--- src/rtl/acc_alu_pkg.sv ---
package acc_alu_pkg;

    localparam int DW = 8;
    localparam int NW = DW / 2;

    typedef enum logic [3:0] {
        OP_ADD  = 4'd0,
        OP_ADDC = 4'd1,
        OP_SUBB = 4'd2,
        OP_INC  = 4'd3,
        OP_DEC  = 4'd4,
        OP_DA   = 4'd5,
        OP_AND  = 4'd6,
        OP_OR   = 4'd7,
        OP_XOR  = 4'd8,
        OP_CLR  = 4'd9,
        OP_CPL  = 4'd10,
        OP_SWAP = 4'd11,
        OP_RL   = 4'd12,
        OP_RR   = 4'd13,
        OP_RLC  = 4'd14,
        OP_RRC  = 4'd15
    } alu_op_e;

    typedef struct packed {
        logic ov;
        logic ac;
        logic cy;
    } flags_t;

    localparam int FW = $bits(flags_t);

    // Which flags an operation is allowed to write.
    function automatic flags_t upd_mask(input alu_op_e op);
        flags_t m;
        m = '0;
        unique case (op)
            OP_ADD, OP_ADDC, OP_SUBB: m = '{ov: 1'b1, ac: 1'b1, cy: 1'b1};
            OP_DA, OP_RLC, OP_RRC:    m = '{ov: 1'b0, ac: 1'b0, cy: 1'b1};
            default:                  m = '0;
        endcase
        return m;
    endfunction

    function automatic logic is_arith(input alu_op_e op);
        return (op == OP_ADD) || (op == OP_ADDC) || (op == OP_SUBB) ||
               (op == OP_INC) || (op == OP_DEC);
    endfunction

endpackage

--- src/rtl/acc_alu_addsub.sv ---
module acc_alu_addsub
    import acc_alu_pkg::*;
(
    input  alu_op_e          op,
    input  logic [DW-1:0]    a,
    input  logic [DW-1:0]    b,
    input  logic             cin,
    output logic [DW-1:0]    res,
    output flags_t           fl
);
    logic          sub;
    logic [DW-1:0] b_eff;
    logic          c_eff;
    logic [DW:0]   sum;
    logic [NW:0]   nsum;

    // One adder serves all five operations; subtract uses a + ~b + ~cin.
    always_comb begin
        sub   = (op == OP_SUBB);
        b_eff = b;
        c_eff = 1'b0;
        unique case (op)
            OP_ADDC: c_eff = cin;
            OP_SUBB: begin b_eff = ~b;  c_eff = ~cin; end
            OP_INC:  begin b_eff = '0;  c_eff = 1'b1; end
            OP_DEC:  begin b_eff = '1;  c_eff = 1'b0; end
            default: ;
        endcase
        sum  = {1'b0, a} + {1'b0, b_eff} + {{DW{1'b0}}, c_eff};
        nsum = {1'b0, a[NW-1:0]} + {1'b0, b_eff[NW-1:0]} + {{NW{1'b0}}, c_eff};
        res   = sum[DW-1:0];
        fl.cy = sum[DW] ^ sub;
        fl.ac = nsum[NW] ^ sub;
        fl.ov = (a[DW-1] == b_eff[DW-1]) && (sum[DW-1] != a[DW-1]);
    end
endmodule

--- src/rtl/acc_alu_bitops.sv ---
module acc_alu_bitops
    import acc_alu_pkg::*;
(
    input  alu_op_e          op,
    input  logic [DW-1:0]    a,
    input  logic [DW-1:0]    b,
    input  logic             cin,
    output logic [DW-1:0]    res,
    output logic             cout
);
    always_comb begin
        res  = '0;
        cout = cin;
        unique case (op)
            OP_AND:  res = a & b;
            OP_OR:   res = a | b;
            OP_XOR:  res = a ^ b;
            OP_CLR:  res = '0;
            OP_CPL:  res = ~a;
            OP_SWAP: res = {a[NW-1:0], a[DW-1:NW]};
            OP_RL:   res = {a[DW-2:0], a[DW-1]};
            OP_RR:   res = {a[0], a[DW-1:1]};
            OP_RLC:  begin res = {a[DW-2:0], cin}; cout = a[DW-1]; end
            OP_RRC:  begin res = {cin, a[DW-1:1]}; cout = a[0];    end
            default: res = '0;
        endcase
    end
endmodule

--- src/rtl/acc_alu_decadj.sv ---
module acc_alu_decadj
    import acc_alu_pkg::*;
(
    input  logic [DW-1:0]    a,
    input  logic             cin,
    input  logic             acin,
    output logic [DW-1:0]    res,
    output logic             cout
);
    localparam logic [DW:0] LO_FIX = (DW+1)'(6);
    localparam logic [DW:0] HI_FIX = (DW+1)'(8'h60);
    localparam logic [NW-1:0] DIGIT_MAX = NW'(9);

    logic [DW:0] stage1;
    logic [DW:0] stage2;
    logic        c1;

    always_comb begin
        stage1 = {1'b0, a} +
                 (((a[NW-1:0] > DIGIT_MAX) || acin) ? LO_FIX : '0);
        c1     = cin | stage1[DW];
        stage2 = {1'b0, stage1[DW-1:0]} +
                 (((stage1[DW-1:NW] > DIGIT_MAX) || c1) ? HI_FIX : '0);
        res    = stage2[DW-1:0];
        cout   = c1 | stage2[DW];
    end
endmodule

--- src/rtl/acc_alu.sv ---
module acc_alu
    import acc_alu_pkg::*;
(
    input  logic          clk,
    input  logic          rst,
    input  logic          op_en,
    input  logic [3:0]    op_code,
    input  logic [7:0]    acc_in,
    input  logic [7:0]    opnd_in,
    output logic [7:0]    result_o,
    output logic          cy_o,
    output logic          ac_o,
    output logic          ov_o
);
    alu_op_e       op;
    flags_t        fl_q;
    flags_t        fl_new;
    flags_t        fl_mask;
    flags_t        as_fl;
    logic [DW-1:0] as_res, bo_res, da_res;
    logic          bo_cy, da_cy;

    assign op = alu_op_e'(op_code);

    acc_alu_addsub u_addsub (
        .op(op), .a(acc_in), .b(opnd_in), .cin(fl_q.cy),
        .res(as_res), .fl(as_fl)
    );

    acc_alu_bitops u_bitops (
        .op(op), .a(acc_in), .b(opnd_in), .cin(fl_q.cy),
        .res(bo_res), .cout(bo_cy)
    );

    acc_alu_decadj u_decadj (
        .a(acc_in), .cin(fl_q.cy), .acin(fl_q.ac),
        .res(da_res), .cout(da_cy)
    );

    always_comb begin
        fl_mask = upd_mask(op);
        if (is_arith(op)) begin
            result_o = as_res;
            fl_new   = as_fl;
        end else if (op == OP_DA) begin
            result_o = da_res;
            fl_new   = '{ov: fl_q.ov, ac: fl_q.ac, cy: da_cy};
        end else begin
            result_o = bo_res;
            fl_new   = '{ov: fl_q.ov, ac: fl_q.ac, cy: bo_cy};
        end
    end

    // One flop per flag bit, each gated by its own update-mask bit.
    for (genvar i = 0; i < FW; i++) begin : g_flag
        always_ff @(posedge clk) begin
            if (rst)
                fl_q[i] <= 1'b0;
            else if (op_en && fl_mask[i])
                fl_q[i] <= fl_new[i];
        end
    end

    assign cy_o = fl_q.cy;
    assign ac_o = fl_q.ac;
    assign ov_o = fl_q.ov;
endmodule

--- config.mk ---
export PLATFORM = sky130hd
export DESIGN_NAME = acc_alu
export DESIGN_NICKNAME = d
export VERILOG_FILES = /design/src/rtl/acc_alu_pkg.sv /design/src/rtl/acc_alu_addsub.sv /design/src/rtl/acc_alu_bitops.sv /design/src/rtl/acc_alu_decadj.sv /design/src/rtl/acc_alu.sv
export SDC_FILE = /design/constraint.sdc
export NUM_CORES = 1
export LEC_CHECK = 0
export ABC_AREA = 1
export BUFFER_PORTS_ARGS = -buffer_cell sky130_fd_sc_hd__buf_4
export CAP_MARGIN = 20
export CORE_ASPECT_RATIO = 2
export CORE_MARGIN = 2
export CORE_UTILIZATION = 30
export DETAILED_ROUTE_END_ITERATION = 12
export PLACE_DENSITY = 0.55
export SETUP_SLACK_MARGIN = 0.3
export SYNTH_ARGS = -nofsm -noshare
export SYNTH_HDL_FRONTEND = slang
export SYNTH_SLANG_ARGS = --single-unit
--- constraint.sdc ---
create_clock -name clk -period 6.25 [get_ports clk]
set_input_delay 0.625 -clock clk [delete_from_list [all_inputs] [get_ports clk]]
set_output_delay 0.625 -clock clk [all_outputs]
set_load 0.02 [all_outputs]
* After elaboration in Yosys (flattened, before gate mapping)
Cells that the tools add are included.
Widths: inputs -> output; s select.
** Cells by class
- Add/subtract/negate cells :: 6
- $lt $le $gt $ge :: 2
- Eq/ne operators :: 16
- Muxes and demuxes :: 11
- Bitwise logic cells :: 10
- Reductions and logical operators :: 17
** Operators by type and width (number)
- $pmux 8 s9 :: 1
- $eq 4x4->1 const B :: 7
- $pmux 8 s3 :: 1
- $add 8x9->9 :: 2
- $eq 4x3->1 const B :: 4
- $mux 8 :: 2
- $not 8->8 :: 2
- $add 8x8->9 :: 1
- $add 9x1->9 :: 1
- $and 8x8->8 :: 1
- $eq 4x2->1 const B :: 2
- $gt 4x4->1 const B :: 2
- $or 8x8->8 :: 1
- $xor 8x8->8 :: 1
- $mux 7 :: 1
- $logic_or 1x1->1 :: 6
- $mux 3 :: 2
- $pmux 3 s2 :: 1
- $reduce_and 2->1 :: 3
- $reduce_or 3->1 :: 2
- $add 4x4->5 :: 1
- $add 5x1->5 :: 1
- $eq 4x1->1 const B :: 1
- $logic_and 1x1->1 :: 4
- other kinds (10) :: 12
** Storage, ports and cells
- Bits in registers :: 3
- Input bits :: 23

* Logic depth before layout (Yosys ltp)
- Depth after elaboration :: 11
- Depth in mapped cells :: 23

* Modules after synthesis
From an unflattened synthesis, not the netlist that was laid out.
** Unflattened totals
- Cell total of the unflattened synthesis :: 390
- Area total of the unflattened synthesis :: 2242.2 µm²
** By module, submodules not included
- acc_alu_bitops :: times used 1, cells an instance 173, area each 870.8 µm²
- acc_alu_addsub :: times used 1, cells an instance 97, area each 618.1 µm²
- acc_alu :: times used 1, cells an instance 70, area each 437.9 µm²
- acc_alu_decadj :: times used 1, cells an instance 50, area each 315.3 µm²

* Worst setup path before layout
Ideal clock, no wire load.
- Path type :: in2out
- Start :: input acc_in[3]
- End :: output result_o[6]
- Arrival :: 3318 ps
- Path slack :: 2307 ps
- Stages on the path :: 20
- Buffers on the path :: 1
- Cell sequence :: buf_2 > inv_1 > a21oi_1 > nor2_1 > inv_1 > ha_1 > inv_1 > fa_1 > inv_1 > nand3_1 > xor2_1 > nand2_1 > a21oi_2 > inv_1 > ha_1 > inv_1 > fa_1 > nor2_1 > nor2_1 > o21ai_1
** Between the ends
- Longest elaborated chain between the ends :: 10
- Elaborated cells on any way between the ends :: 13
- Classes of those cells :: add/sub (4); order compare (2); mux (4); bitwise (1); reduce/logical (2)
** Ends and longest elaborated chain
- start: declaration :: RTL line acc_alu.sv:8 : input logic [7:0] acc_in,
- $gt 4x4->1 :: RTL line acc_alu_decadj.sv:20 : (((a[NW-1:0] > DIGIT_MAX) || acin) ? LO_FIX : '0);
- $logic_or 1x1->1 :: RTL line acc_alu_decadj.sv:20
- $mux 3 :: RTL line acc_alu_decadj.sv:20
- $add 8x9->9 :: RTL line acc_alu_decadj.sv:19 : stage1 = {1'b0, a} +
- $gt 4x4->1 or $or 1x1->1 (tied branches) :: RTL line acc_alu_decadj.sv:23, acc_alu_decadj.sv:21
- $logic_or 1x1->1 :: RTL line acc_alu_decadj.sv:23 : (((stage1[DW-1:NW] > DIGIT_MAX) || c1) ? HI_FIX : '0);
- $mux 7 :: RTL line acc_alu_decadj.sv:23
- $add 8x9->9 :: RTL line acc_alu_decadj.sv:22 : stage2 = {1'b0, stage1[DW-1:0]} +
- $mux 8 :: RTL line acc_alu.sv:45 : end else if (op == OP_DA) begin
- $mux 8 * :: RTL line acc_alu.sv:42 : if (is_arith(op)) begin
- end: declaration :: RTL line acc_alu.sv:10 : output logic [7:0] result_o,
Every way passes the cells marked *; elsewhere a longest branch is shown, timed or not.

* Final worst setup path
- Start :: input acc_in[1]
- End :: output result_o[6]
The elaborated chain is that of the path after synthesis.

==> flow_summary.yaml <==
synthesis:
  yosys-top-cells-count: "nand2_1 (82), inv_1 (46), nor2_1 (28)"
  synth_area_um2: 1753
  synth_area_per_cell_um2: 5.766
  seq_area_frac_synth_pct: 3.426
  yosys_most_used_dff: "dfxtp_1"
  synth.top_cells.by_area: "ha_1 (19%), nand2_1 (18%), inv_1 (9.9%)"
  ys_ff_latch: 3
  yosys.area.top_type_share_pct: 19.27
  syn_inst: 304
  netlist.top_cell.by_area: "ha_1"
  synth-warning-count: 0
  yosysMostFrequentCell: "nand2_1"
  async_flop_share_pct: 0
  synth_edf_count: 0
  synth.lib_cells_used.distinct: 32
  synthesis.nets: 358
finish:
  multi_input_comb_area_um2: 1480
  syn2layout_area_growth_pct: 22.41
  nNetsFinal: 394
  fillCellCount: 639
  area.sequential_um2: 60.06
  fraction_of_layout_cells_with_a_size_suffix_above_1_pct: 16.22
  insertedDiodeCount: 0
clock_network:
  clk_transition_reported_paths_ns: 0.03
  post_cts_resize_count: 0
  numCtsBuffers: 3
  source_to_sink_clock_delay_at_the_later_pin_of_the_worst_skew_pair_ns: 0.23
  cts.sinks: 3
  cts_htree_levels: 1
  ctsHoldBuffers: 0
  max-clock-path-buffers: 2
  clock-root-buffer: "clkbuf_16"
  post_cts_buffers: 0
  cts_tree: "built"
sta:
  timing.final.setup_violations: 0
  worst_hold_slack_ns: 0.4611
  rsz_0062_raised_after_global_routing: "false"
  slew_viol_final: 0
  post-route-min-period_ns: 4.252
  worst_relative_slew_slack_pct: 67.61
  fin_skew_ns: 0.002880
  timing.final.ws_setup_ns: 1.998
  finalHoldViolCount: 0
  worst_slew_pin_slew_ns: 0.4854
  final.setup.tns_ns: 0
  achievable-frequency_mhz: 235.2
  layout_worst_path_cycle_share_pct: 68.03
power_and_ir_drop:
  net-switching-power_uw: 126.1
  intPower_uw: 170.8
  cellLeakagePower_uw: 0.001158
  p_seq_share_pct: 7.2
  worst_ir_drop_vdd_mv: 0.1894
  sw_share_pct: 42.47
  powerDensity_nw_per_um2: 138.4
  pwr-share-clk_pct: 34.7
  power_frac_comb_pct: 58.1
grt:
  grt_remaining_overflow: 0
  antenna_found_initial: 0
  grt_start_max_net_pins: 12
  track_usage_pct: 20.20
  first_global_vias: 2279
  global_route_wire_length_before_repair_um: 10320
flow_run:
  maxCapViolCount: 0
setup_path:
  critical_path.top_delay_family: "adder cells"
  endpoint: "result_o[6]"
  cp_max_stage_delay_ns: 0.40
  timing.critical_path.fanout_max: 6
  slowest_stage: "fa_1"
  setup.worst_path.start: "acc_in[1]"
  worst-endpoint-arrival_ns: 3.63
  rr_worst_depth: 19
  r2r_setup_slack_ns: 3.35
  critical_path.most_common_cell: "inv_1"
  critPathKind: "input pin to output port"
  critical_path.reg2reg.endpoint: "cy_o$_SDFFE_PP0P_"
  timing.rr.start: "ac_o$_SDFFE_PP0P_"
  crit_buf_inv: 8
  cell_by_cell_listing_of_the_critical_path: "buf_4 -> inv_1 -> a21oi_1 -> nor2_1 -> inv_1 -> ha_1 -> inv_1 -> fa_1 -> inv_1 -> nand3_1 -> xor2_1 -> nand2_1 -> a21oi_2 -> inv_1 -> ha_1 -> inv_1 -> fa_1 -> nor2_1 -> nor2_1 -> o21ai_1 -> buf_4"
  crit_required_ns: 5.62
  crit_cells: 21
  timing.critical_path.to_type: "output port"
  startpoint_type: "input pin"
routing:
  drc: 0
  routed_antenna_nets: 0
  dr.first_iter.drc_count: 59
  avgRoutedWirePerCell_um: 15.87
  first_pass_iters: 5
  vias_per_cell: 5.363
  dr_total_vias: 2145
  totalWireLength_um: 6347
floorplanning:
  die_height_um: 112.1
  placementRows: 39
  core_region_area_um2: 5660
  start_util_pct: 30.97
  floorplan_die_width_um: 58.05
  die-area_um2: 6507
  io_pins: 34
place:
  pre_cts_setup_slack_ns: 1.997
  globalplace.congestion: 0.8601
  port-buffer-count: 33
  dpl.hpwl_um: 5241
min_path:
  hold_path_class: "flip-flop to flip-flop"
run_status:
  outcome: "completed"
==> power groups by stage <==
stage,sequential (uW),clock (uW),combinational (uW)
2_1_floorplan,22.5,0,108
3_3_place_gp,21.6,0,172
3_5_place_dp,21.6,0,172
4_1_cts,21.4,104,173
5_1_grt,21.6,106,194
6_report,21.4,103,173
==> worst min path at each step <==
stage	cells past startpoint	to	start
after global placement	2	ov_o$_SDFFE_PP0P_	ov_o$_SDFFE_PP0P_
after floorplan	2	ov_o$_SDFFE_PP0P_	ov_o$_SDFFE_PP0P_
after detailed placement	2	ov_o$_SDFFE_PP0P_	ov_o$_SDFFE_PP0P_
final	2	ov_o$_SDFFE_PP0P_	ov_o$_SDFFE_PP0P_
after global routing	2	ov_o$_SDFFE_PP0P_	ov_o$_SDFFE_PP0P_
after CTS	2	ov_o$_SDFFE_PP0P_	ov_o$_SDFFE_PP0P_
==> final cells by class <==
class	count	area share, %
Clock buffer	4	3.673
Inverter	54	9.446
Multi-Input combinational cell	245	68.98
Sequential cell	3	2.799
Tap cell	61	3.557
Timing Repair Buffer	33	11.55
==> stage by stage <==
step	instances	total power (uW)	util (%)	instance area, um^2
finish	400	297.0	37.91	2146
global route	400	321.6	37.91	2146
CTS	400	298.7	37.91	2146
detailed placement	396	193.6	36.52	2067
global placement	396	193.4	36.52	2067
floorplan	304	130.8	-	1753
==> flip-flops by register name, indices dropped and copies added (netlist names) <==
signal and cells:
ac_o 1, cy_o 1, ov_o 1
==> routing by layer <==
metal  GRT usage (%)  up-vias  wire [um]
li1                -     1066          -
met3           2.304       27        226
met1           19.38      981       2307
met4           12.71        0        304
met2           38.33       71       3509
met5               0        -          0
==> cells in the final DEF, fill, tap and decap left out, drive strengths merged, types with 2 or more instances in the layout <==
| master | Yosys | routed |
|---|---|---|
| inv | 54 | 54 |
| nor2 | 34 | 34 |
| fa | 4 | 4 |
| ha | 27 | 27 |
| a21o | 2 | 2 |
| nand3 | 16 | 16 |
| a211oi | 2 | 2 |
| o211ai | 7 | 7 |
| or2 | 2 | 2 |
| xor2 | 5 | 5 |
| a21oi | 17 | 17 |
| o22ai | 11 | 11 |
| nand4 | 5 | 5 |
| nand3b | 3 | 3 |
| o21ai | 19 | 19 |
| nand2 | 84 | 84 |
| dfxtp | 3 | 3 |
| clkbuf | 0 | 4 |
| buf | 2 | 33 |
| o2bb2ai | 2 | 2 |
==> cells by family after synthesis <==
logic type	Yosys count	synth area share, %
DFF	3	3.426
adders and majority gates	31	23.84
xor gates and xnor gates	6	3.426
and+or+nand+nor	145	35.47
buffers and inverters	56	12.13
AOI/OAI and AO/OA	63	21.70
==> worst reg2reg max path: stages (launching register included) <==
cell and delay [ns]:
dfxtp_1 0.38, nor2_1 0.11, inv_1 0.08, ha_1 0.17
inv_1 0.05, fa_1 0.36, inv_1 0.14, nand3_1 0.10
xor2_1 0.18, nand2_1 0.09, a21oi_2 0.19, inv_1 0.08
ha_1 0.27, a21o_1 0.19, nand3_1 0.09, nand2_1 0.08
nand2_1 0.07, nand3_1 0.07, nand2_1 0.06, inv_1 0.03
Note: power is estimated with default switching activity, not from simulation.
